$ cat config.mk
export PLATFORM = sky130hd
export DESIGN_NAME = pkt_csr
export DESIGN_NICKNAME = d
export VERILOG_FILES = /design/src/rtl/pkt_csr_pkg.sv /design/src/rtl/pkt_csr_ctrl.sv /design/src/rtl/pkt_csr_flag.sv /design/src/rtl/pkt_csr_count.sv /design/src/rtl/pkt_csr.sv
export SDC_FILE = /design/constraint.sdc
export NUM_CORES = 1
export LEC_CHECK = 0
export BUFFER_PORTS_ARGS = -buffer_cell sky130_fd_sc_hd__buf_2
export CORE_MARGIN = 2
export CORE_UTILIZATION = 45
export CTS_BUF_LIST = sky130_fd_sc_hd__clkbuf_16
export CTS_CLUSTER_SIZE = 25
export DETAILED_ROUTE_END_ITERATION = 8
export PLACE_DENSITY = 0.81
export SLEW_MARGIN = 0
export SYNTH_ARGS = -nofsm -noshare
export SYNTH_HDL_FRONTEND = slang
export SYNTH_SLANG_ARGS = --single-unit
$ cat constraint.sdc
create_clock -name clk -period 1.7 [get_ports clk]
set_input_delay 0.34 -clock clk [delete_from_list [all_inputs] [get_ports clk]]
set_output_delay 0.34 -clock clk [all_outputs]
set_load 0.05 [all_outputs]
$ cat src/rtl/pkt_csr_pkg.sv
package pkt_csr_pkg;

  localparam int DATA_W   = 32;
  localparam int LANES    = DATA_W / 8;

  // word addresses
  localparam int A_SIZE   = 0;
  localparam int A_CTRL   = 1;
  localparam int A_STAT   = 2;

  // control word bit positions (lsb-0)
  localparam int ME_BIT   = 0;
  localparam int NIE_BIT  = 8;
  localparam int AIE_BIT  = 9;
  localparam int RC_BIT   = 24;

  // status word bit positions (lsb-0)
  localparam int NT_BIT   = 24;
  localparam int AT_BIT   = 28;
  localparam int CNT_MAXW = 24;

  // packet-size word: restart request bit
  localparam int GO_BIT   = 24;

  // flag indices
  localparam int F_AT     = 0;
  localparam int F_NT     = 1;
  localparam int NFLAG    = 2;

  typedef struct packed {
    logic rc;
    logic aie;
    logic nie;
    logic me;
  } ctrl_t;

endpackage

$ cat src/rtl/pkt_csr_ctrl.sv
module pkt_csr_ctrl
  import pkt_csr_pkg::*;
(
  input  logic              clk,
  input  logic              rst,
  input  logic              wr_ctrl_i,
  input  logic              wr_size_i,
  input  logic [LANES-1:0]  be_i,
  input  logic [DATA_W-1:0] wdata_i,
  output ctrl_t             ctrl_o,
  output logic              restart_o
);

  ctrl_t ctrl_q;
  logic  restart_q;

  always_ff @(posedge clk) begin
    if (rst) begin
      ctrl_q <= '0;
    end else if (wr_ctrl_i) begin
      if (be_i[ME_BIT/8])  ctrl_q.me  <= wdata_i[ME_BIT];
      if (be_i[NIE_BIT/8]) ctrl_q.nie <= wdata_i[NIE_BIT];
      if (be_i[AIE_BIT/8]) ctrl_q.aie <= wdata_i[AIE_BIT];
      if (be_i[RC_BIT/8])  ctrl_q.rc  <= wdata_i[RC_BIT];
    end
  end

  always_ff @(posedge clk) begin
    if (rst) restart_q <= 1'b0;
    else     restart_q <= wr_size_i && be_i[GO_BIT/8] && wdata_i[GO_BIT] && ctrl_q.me;
  end

  assign ctrl_o    = ctrl_q;
  assign restart_o = restart_q;

  // a pulse is always caused by a packet-size write in the cycle before
  p_pulse_from_write_r10: assert property (@(posedge clk) disable iff (rst)
    restart_q |-> $past(wr_size_i));

endmodule

$ cat src/rtl/pkt_csr_flag.sv
module pkt_csr_flag (
  input  logic clk,
  input  logic rst,
  input  logic set_i,
  input  logic w1c_i,
  input  logic force_clr_i,
  output logic flag_o
);

  logic flag_q;

  // forced clears dominate; a hardware set beats a software clear
  always_ff @(posedge clk) begin
    if (rst)              flag_q <= 1'b0;
    else if (force_clr_i) flag_q <= 1'b0;
    else if (set_i)       flag_q <= 1'b1;
    else if (w1c_i)       flag_q <= 1'b0;
  end

  assign flag_o = flag_q;

  // an unforced set always lands, even with a clear in the same cycle
  p_set_wins_r6: assert property (@(posedge clk) disable iff (rst)
    (set_i && !force_clr_i) |=> flag_q);

  // without a set, a write-one clear empties the flag
  p_w1c_clears_r5: assert property (@(posedge clk) disable iff (rst)
    (w1c_i && !set_i) |=> !flag_q);

endmodule

$ cat src/rtl/pkt_csr_count.sv
module pkt_csr_count #(
  parameter int CNT_W = 24
) (
  input  logic             clk,
  input  logic             rst,
  input  logic             zero_i,
  input  logic [CNT_W-1:0] cnt_i,
  output logic [CNT_W-1:0] cnt_o
);

  logic [CNT_W-1:0] cnt_q;

  // no reset: the field has no defined value until the engine drives it
  always_ff @(posedge clk) begin
    if (zero_i) cnt_q <= '0;
    else        cnt_q <= cnt_i;
  end

  assign cnt_o = cnt_q;

  // restart zeroes the count
  p_zero_on_restart_r11: assert property (@(posedge clk) disable iff (rst)
    zero_i |=> (cnt_q == '0));

  // otherwise the count tracks the engine input one cycle later
  p_count_tracks_r12: assert property (@(posedge clk) disable iff (rst)
    !zero_i |=> (cnt_q == $past(cnt_i)));

endmodule

$ cat src/rtl/pkt_csr.sv
module pkt_csr
  import pkt_csr_pkg::*;
#(
  parameter int ADDR_W = 2,
  parameter int CNT_W  = 24
) (
  input  logic              clk,
  input  logic              rst,
  input  logic              reg_wr,
  input  logic [ADDR_W-1:0] reg_addr,
  input  logic [3:0]        reg_be,
  input  logic [31:0]       reg_wdata,
  output logic [31:0]       reg_rdata,
  input  logic              fifo_err_i,
  input  logic              pkt_done_i,
  input  logic [CNT_W-1:0]  bytes_i,
  output logic              restart_o,
  output logic              irq_o
);

  localparam logic [ADDR_W-1:0] AD_SIZE = ADDR_W'(A_SIZE);
  localparam logic [ADDR_W-1:0] AD_CTRL = ADDR_W'(A_CTRL);
  localparam logic [ADDR_W-1:0] AD_STAT = ADDR_W'(A_STAT);

  logic wr_size, wr_ctrl, wr_stat;
  assign wr_size = reg_wr && (reg_addr == AD_SIZE);
  assign wr_ctrl = reg_wr && (reg_addr == AD_CTRL);
  assign wr_stat = reg_wr && (reg_addr == AD_STAT);

  ctrl_t ctrl;
  logic  restart;

  pkt_csr_ctrl u_ctrl (
    .clk       (clk),
    .rst       (rst),
    .wr_ctrl_i (wr_ctrl),
    .wr_size_i (wr_size),
    .be_i      (reg_be),
    .wdata_i   (reg_wdata),
    .ctrl_o    (ctrl),
    .restart_o (restart)
  );

  logic             force_clr;
  logic [NFLAG-1:0] set_ev;
  logic [NFLAG-1:0] flag;

  assign force_clr     = !ctrl.me || ctrl.rc || restart;
  assign set_ev[F_AT]  = fifo_err_i;
  assign set_ev[F_NT]  = pkt_done_i;

  for (genvar g = 0; g < NFLAG; g++) begin : g_flag
    localparam int POS = (g == F_AT) ? AT_BIT : NT_BIT;
    logic w1c;
    assign w1c = wr_stat && reg_be[POS/8] && reg_wdata[POS];
    pkt_csr_flag u_flag (
      .clk         (clk),
      .rst         (rst),
      .set_i       (set_ev[g]),
      .w1c_i       (w1c),
      .force_clr_i (force_clr),
      .flag_o      (flag[g])
    );
  end

  logic [CNT_W-1:0] cnt;

  pkt_csr_count #(.CNT_W(CNT_W)) u_count (
    .clk    (clk),
    .rst    (rst),
    .zero_i (restart),
    .cnt_i  (bytes_i),
    .cnt_o  (cnt)
  );

  logic irq_q;
  always_ff @(posedge clk) begin
    if (rst) irq_q <= 1'b0;
    else     irq_q <= (flag[F_AT] && ctrl.aie) || (flag[F_NT] && ctrl.nie);
  end

  logic [31:0] ctrl_word, stat_word;
  always_comb begin
    ctrl_word          = '0;
    ctrl_word[ME_BIT]  = ctrl.me;
    ctrl_word[NIE_BIT] = ctrl.nie;
    ctrl_word[AIE_BIT] = ctrl.aie;
    ctrl_word[RC_BIT]  = ctrl.rc;
    stat_word          = '0;
    stat_word[CNT_W-1:0] = cnt;
    stat_word[AT_BIT]  = flag[F_AT];
    stat_word[NT_BIT]  = flag[F_NT];
  end

  logic [31:0] rdata_q;
  always_ff @(posedge clk) begin
    if (rst) begin
      rdata_q <= '0;
    end else begin
      case (reg_addr)
        AD_CTRL: rdata_q <= ctrl_word;
        AD_STAT: rdata_q <= stat_word;
        default: rdata_q <= '0;
      endcase
    end
  end

  assign reg_rdata = rdata_q;
  assign restart_o = restart;
  assign irq_o     = irq_q;

  // master enable low empties both flags
  p_me_low_clears_r8: assert property (@(posedge clk) disable iff (rst)
    !ctrl.me |=> (flag == '0));

  // reset-control high empties both flags
  p_rc_clears_r9: assert property (@(posedge clk) disable iff (rst)
    ctrl.rc |=> (flag == '0));

  // restart pulse empties both flags
  p_restart_clears_r11: assert property (@(posedge clk) disable iff (rst)
    restart |=> (flag == '0));

  // no interrupt without a set flag in the cycle before
  p_irq_needs_flag_r7: assert property (@(posedge clk) disable iff (rst)
    (flag == '0) |=> !irq_q);

endmodule

== Yosys cells after proc, flatten, opt, wreduce, memory -nomap -nowiden ==
Cells that the tools add are included.

* Equality and inequality tests: 2
* Mux-type cells: 5
* Reduce and logical (&&, ||, !) cells: 22

{| class="wikitable"
|+ Operator list
! kind !! number
|-
| 29-bit one-hot mux with 2 select lines || 1
|-
| 1-bit logical AND || 11
|-
| 2-bit AND reduction || 3
|-
| 1-bit 2-to-1 mux || 4
|-
| 2-bit nonzero test || 2
|-
| 1-bit logical OR || 3
|-
| 2-bit by 1-bit == test with 1-bit output (second input constant) || 1
|-
| 2-bit == test (second input constant) || 1
|-
| 2-bit zero test || 1
|-
| 2-bit OR reduction || 1
|-
| 1-bit zero test || 1
|}

* Register bits after elaboration: 64
* Input port bits: 67
* Output and inout port bits: 34

== Longest topological paths before layout ==
* Word-level depth: 6
* Mapped depth: 5

== Modules after synthesis ==
Synthesis repeated with hierarchy kept, for this count alone.

* Cell total of the unflattened synthesis: 159
* Area, all modules: 1913.1 µm²

{| class="wikitable"
|+ Modules (own cells, without submodules)
! module !! times used !! cells each !! area an instance (µm²) !! sequential area each (µm²)
|-
| pkt_csr || 1 || 81 || 924.6 || 540.5
|-
| pkt_csr_count || 1 || 50 || 693.2 || 480.5
|-
| pkt_csr_ctrl || 1 || 20 || 205.2 || 100.1
|-
| pkt_csr_flag || 2 || 4 || 45.0 || 20.0
|}

== Least setup slack after synthesis ==
OpenSTA, ideal clock, no wires.

* Path type: register to register
* Start: reg u_ctrl.restart_q (netlist: u_ctrl.restart_o)
* End: reg g_flag[1].u_flag.flag_q
* Data arrival time: 1260 ps
* Data required time: 1612 ps
* Slack: 352 ps
* Cell stages (with the launch flop): 3
* Path buffers: 0
* Clock period less this slack: 1348 ps
* Cell sequence: dfxtp_1 > or4b_4 > a311oi_2

* Cells in the longest elaborated chain, start to end: 2

{| class="wikitable"
|+ Ends and longest elaborated chain
! element !! RTL line !! text
|-
| from (decl) || pkt_csr_ctrl.sv:15 || <nowiki>logic restart_q;</nowiki>
|-
| from (signal assigned) || pkt_csr_ctrl.sv:30 || <nowiki>else restart_q <= wr_size_i && be_i[GO_BIT/8] && wdata_i[GO_BIT] && ctrl_q.me;</nowiki>
|-
| 1-bit logical OR || pkt_csr.sv:48 || <nowiki>assign force_clr = !ctrl.me || ctrl.rc || restart;</nowiki>
|-
| 2-bit OR reduction (no source line) || n/a ||
|-
| to (signal assigned) || pkt_csr_flag.sv:15 || <nowiki>else if (force_clr_i) flag_q <= 1'b0;</nowiki>
|-
| to (signal assigned) || pkt_csr_flag.sv:16 || <nowiki>else if (set_i) flag_q <= 1'b1;</nowiki>
|-
| to (signal assigned) || pkt_csr_flag.sv:17 || <nowiki>else if (w1c_i) flag_q <= 1'b0;</nowiki>
|-
| to (decl) || pkt_csr_flag.sv:10 || <nowiki>logic flag_q;</nowiki>
|}

Every way passes these cells.
A chain may end at the register's enable or synchronous reset.

== Worst setup path in the final report ==
* Start: reg u_ctrl.restart_q (netlist: u_ctrl.restart_o)
* End: out restart_o

{| class="wikitable"
|+ RTL lines
! element !! RTL line !! text
|-
| to (decl) || pkt_csr.sv:17 || <nowiki>output logic restart_o,</nowiki>
|}

No word-level cell between the ends.

==> key figures <==
Finish
  – Final nets: 300
  – Fill cells: 333
  – Layout area overhead: 35.5%
  – Share of layout cells above drive strength 1: between 30 and 40%
  – Antenna Cells: 0

Worst setup path
  – WP buf/inv: 1
  – Last element of the critical path: restart_o
  – FF-to-FF End: g_flag[1].u_flag.flag_o
  – Slowest cell on crit path: dfxtp_1
  – Critical path's top delay family: flip-flops
  – CP startpoint: u_ctrl.restart_o
  – CP Class: flop to primary output
  – Flop2flop setup slack: 530 ps
  – CP max FO: 5
  – Critical Path Source Type: flop
  – CP Cell Sequence: buf_2
  – Slowest cell delay on critical path: 410 ps
  – Worst endpoint data arrival time: 1020 ps
  – Crit. End Element: primary output
  – WP depth: 1
  – Worst path required time: 1360 ps
  – R2R depth: 2
  – Worst reg2reg path startpoint: u_ctrl.restart_o

Placed design
  – HPWL Detailed: 2160 um
  – Routability cong.: 0.743
  – Number of I/O port buffers: 66

Synthesis
  – Synth Area in XOR/XNOR: 0%
  – Cells after Synth: 157
  – Post-synthesis compound-gate area fraction: ~3.6%
  – EDFF count, synth: 0
  – Mux cell area share after synthesis: roughly 2.2%
  – Simple-gate share of the synthesized area: 24.3%
  – Syn avg cell area: 11.6 um2
  – Post-synth ARST share: 0%
  – Synth cell count leaders: dfxtp_1, and2_1, nor2b_1
  – Yosys Warn Count: 0
  – Part of the Yosys area used for sequential elements: 63.6%
  – Top-count cell post-synth: dfxtp_1
  – Post-Synthesis Cell Area: ~1800 um2
  – Largest family of logic cells by synthesized area: simple AND/OR/NAND/NOR gates
  – Distinct cell type count after synthesis: 20
  – Yosys reg bits: 58
  – Synth Flop Type: dfxtp_1
  – Yosys top cell by area: dfxtp_1
  – Synth top area share: between 60% and 70%
  – Area contributors post-synth: dfxtp_1, and2_1, nor2b_1
  – Synth Area in Adders: 2.05%

Drt
  – TritonRoute pass-1 iters: 4
  – DRC: 0
  – Routed length per instance: 10.6 um
  – Final WL: approximately 3000 um
  – Vias: around 1,200
  – Antenna Nets Post-Route: 0
  – Initial DRC count: 61
  – Via/cell ratio: between 4 and 5

Clock tree
  – Root Buffer: clkbuf_16
  – Buffers inserted by post-CTS timing repair: 0
  – Worst-Skew Late Latency: a little over 300 ps
  – CTS max path bufs: 2
  – CTS tree: yes
  – Number of CTS-inserted buffers: 9
  – CTS resizes: 0
  – Clock slew at reported path FFs: about 50 ps
  – # H-tree levels: 3
  – Clk sinks: 58
  – CTS Hold Bufs: 0

Timing
  – Final critical-path required period: 1360 ps
  – Actual slew at the worst max-slew pin: 552 ps
  – Fmax achieved: 736 MHz
  – Worst rel slew slack: a little over three fifths
  – Tcrit/Tclk final: 79.9%
  – Max Slew Vio Count: 0
  – Final setup violation count: 0
  – Setup TNS: 0 ps
  – Hold Fails Final Rpt: 0
  – RSZ-0062 raised after global routing: false
  – Layout Skew: 3.29 ps

Global route
  – First-pass GRT wire length: 4820 um
  – GRT Total Usage: 15.0%
  – GRT Residual Overflow: 0
  – Antenna violations before repair: 0
  – Vias in the first global route: 1,162
  – Pin count of the biggest net entering global routing: 23

Die
  – IO Pins: 101
  – Die X: between 60 and 70 um
  – Die area: 4590 um2
  – Row cnt: 23
  – Initial Util: 46.3%
  – Core area: 3940 um2
  – Die Ht: slightly below 70 um

Run status
  – Status: completed

Job
  – Total of max-cap violations: 0

Power
  – Overall Power: 3.29 mW
  – Worst vdd ir: 0.799 mV
  – Leak: 1.22 nW
  – Power density cells: 1330 nW/um2

Min path
  – Hold Crit Class: input pin to flop
-- layer usage --
metal  share of wire, %  global-route usage, %  vias up
met5                  0                      0        -
met4                1.9                   7.65        0
met3                5.8                   8.00        6
met2                 51                   24.4       37
met1                 41                   15.7      537
li1                   -                      -      633
-- cells in the final DEF, fill, tap and decap left out --
master,netlist,layout
buf_2,0,66
dfxtp_1,58,58
and2_1,22,22
nor2b_1,20,20
nand2b_1,9,9
clkbuf_16,0,9
nor2_1,7,7
conb_1,1,6
a22oi_1,5,5
mux2i_1,4,4
and2b_2,4,4
inv_1,3,3
ha_1,3,3
clkinv_2,0,3
nand3_1,2,2
and4b_1,2,2
and3_1,2,2
clkinv_1,0,2
buf_4,6,2
and2b_1,1,1
or4b_4,1,1
a211oi_2,1,1
a311oi_2,1,1
clkinvlp_4,0,1
bufinv_16,0,1
-- area by class of cell --
cell class | count | area (um2) | area share [%]
sequential | 58 | 1160 | 46.9
timing repair buffer | 68 | 345 | 14.0
clock inverter | 7 | 60.1 | 2.43
tap | 50 | 62.6 | 2.53
clock buffer | 9 | 225 | 9.10
multi-input combinational | 90 | 609 | 24.6
inverter | 3 | 11.3 | 0.455
-- per-stage QoR --
stage / hold WS [ps] / cells / area [um2] / worst slack [ps] / utilization [%]
after global placement: 408 / 269 / 2190 / 239 / 55.5
after detailed placement: 410 / 269 / 2190 / 180 / 55.5
after CTS: 229 / 285 / 2470 / 329 / 62.8
final: 235 / 285 / 2470 / 341 / 62.8
after global routing: 225 / 285 / 2470 / 299 / 62.8
after floorplan: 406 / 162 / 1850 / 352 / -
-- cell families after synthesis --
kind of cell / count (synthesis)
AND/OR/NAND/NOR: 70
flip-flops: 58
buffers and inverters: 14
AO/OA/AOI/OAI: 7
multiplexers: 4
adder cells (fa/ha/maj): 3
other: 1
-- where the power goes --
group	switching, mW	total, mW	internal, mW
sequential	0.0107	1.42	1.41
clock	0.553	1.66	1.11
combinational	0.132	0.209	0.0775
total	0.695	3.29	2.60
-- worst min-delay path by stage --
stage,slack [ps],end,cells after the start,from
final,230,u_count.cnt_o[10],2,bytes_i[10]
after global routing,220,u_count.cnt_o[5],2,bytes_i[5]
after CTS,230,u_count.cnt_o[18],2,bytes_i[18]
after detailed placement,410,reg_rdata[19],1,u_count.cnt_o[19]
after global placement,410,reg_rdata[12],1,u_count.cnt_o[12]
after floorplan,410,reg_rdata[10],1,u_count.cnt_o[10]
-- sequential cells by signal, indices dropped and copies added (netlist names) --
register / count
g_flag.u_flag.flag_o: 2
irq_o: 1
reg_rdata: 26
u_count.cnt_o: 24
u_ctrl.ctrl_o: 4
u_ctrl.restart_o: 1
(Power assumes the default switching activity.)
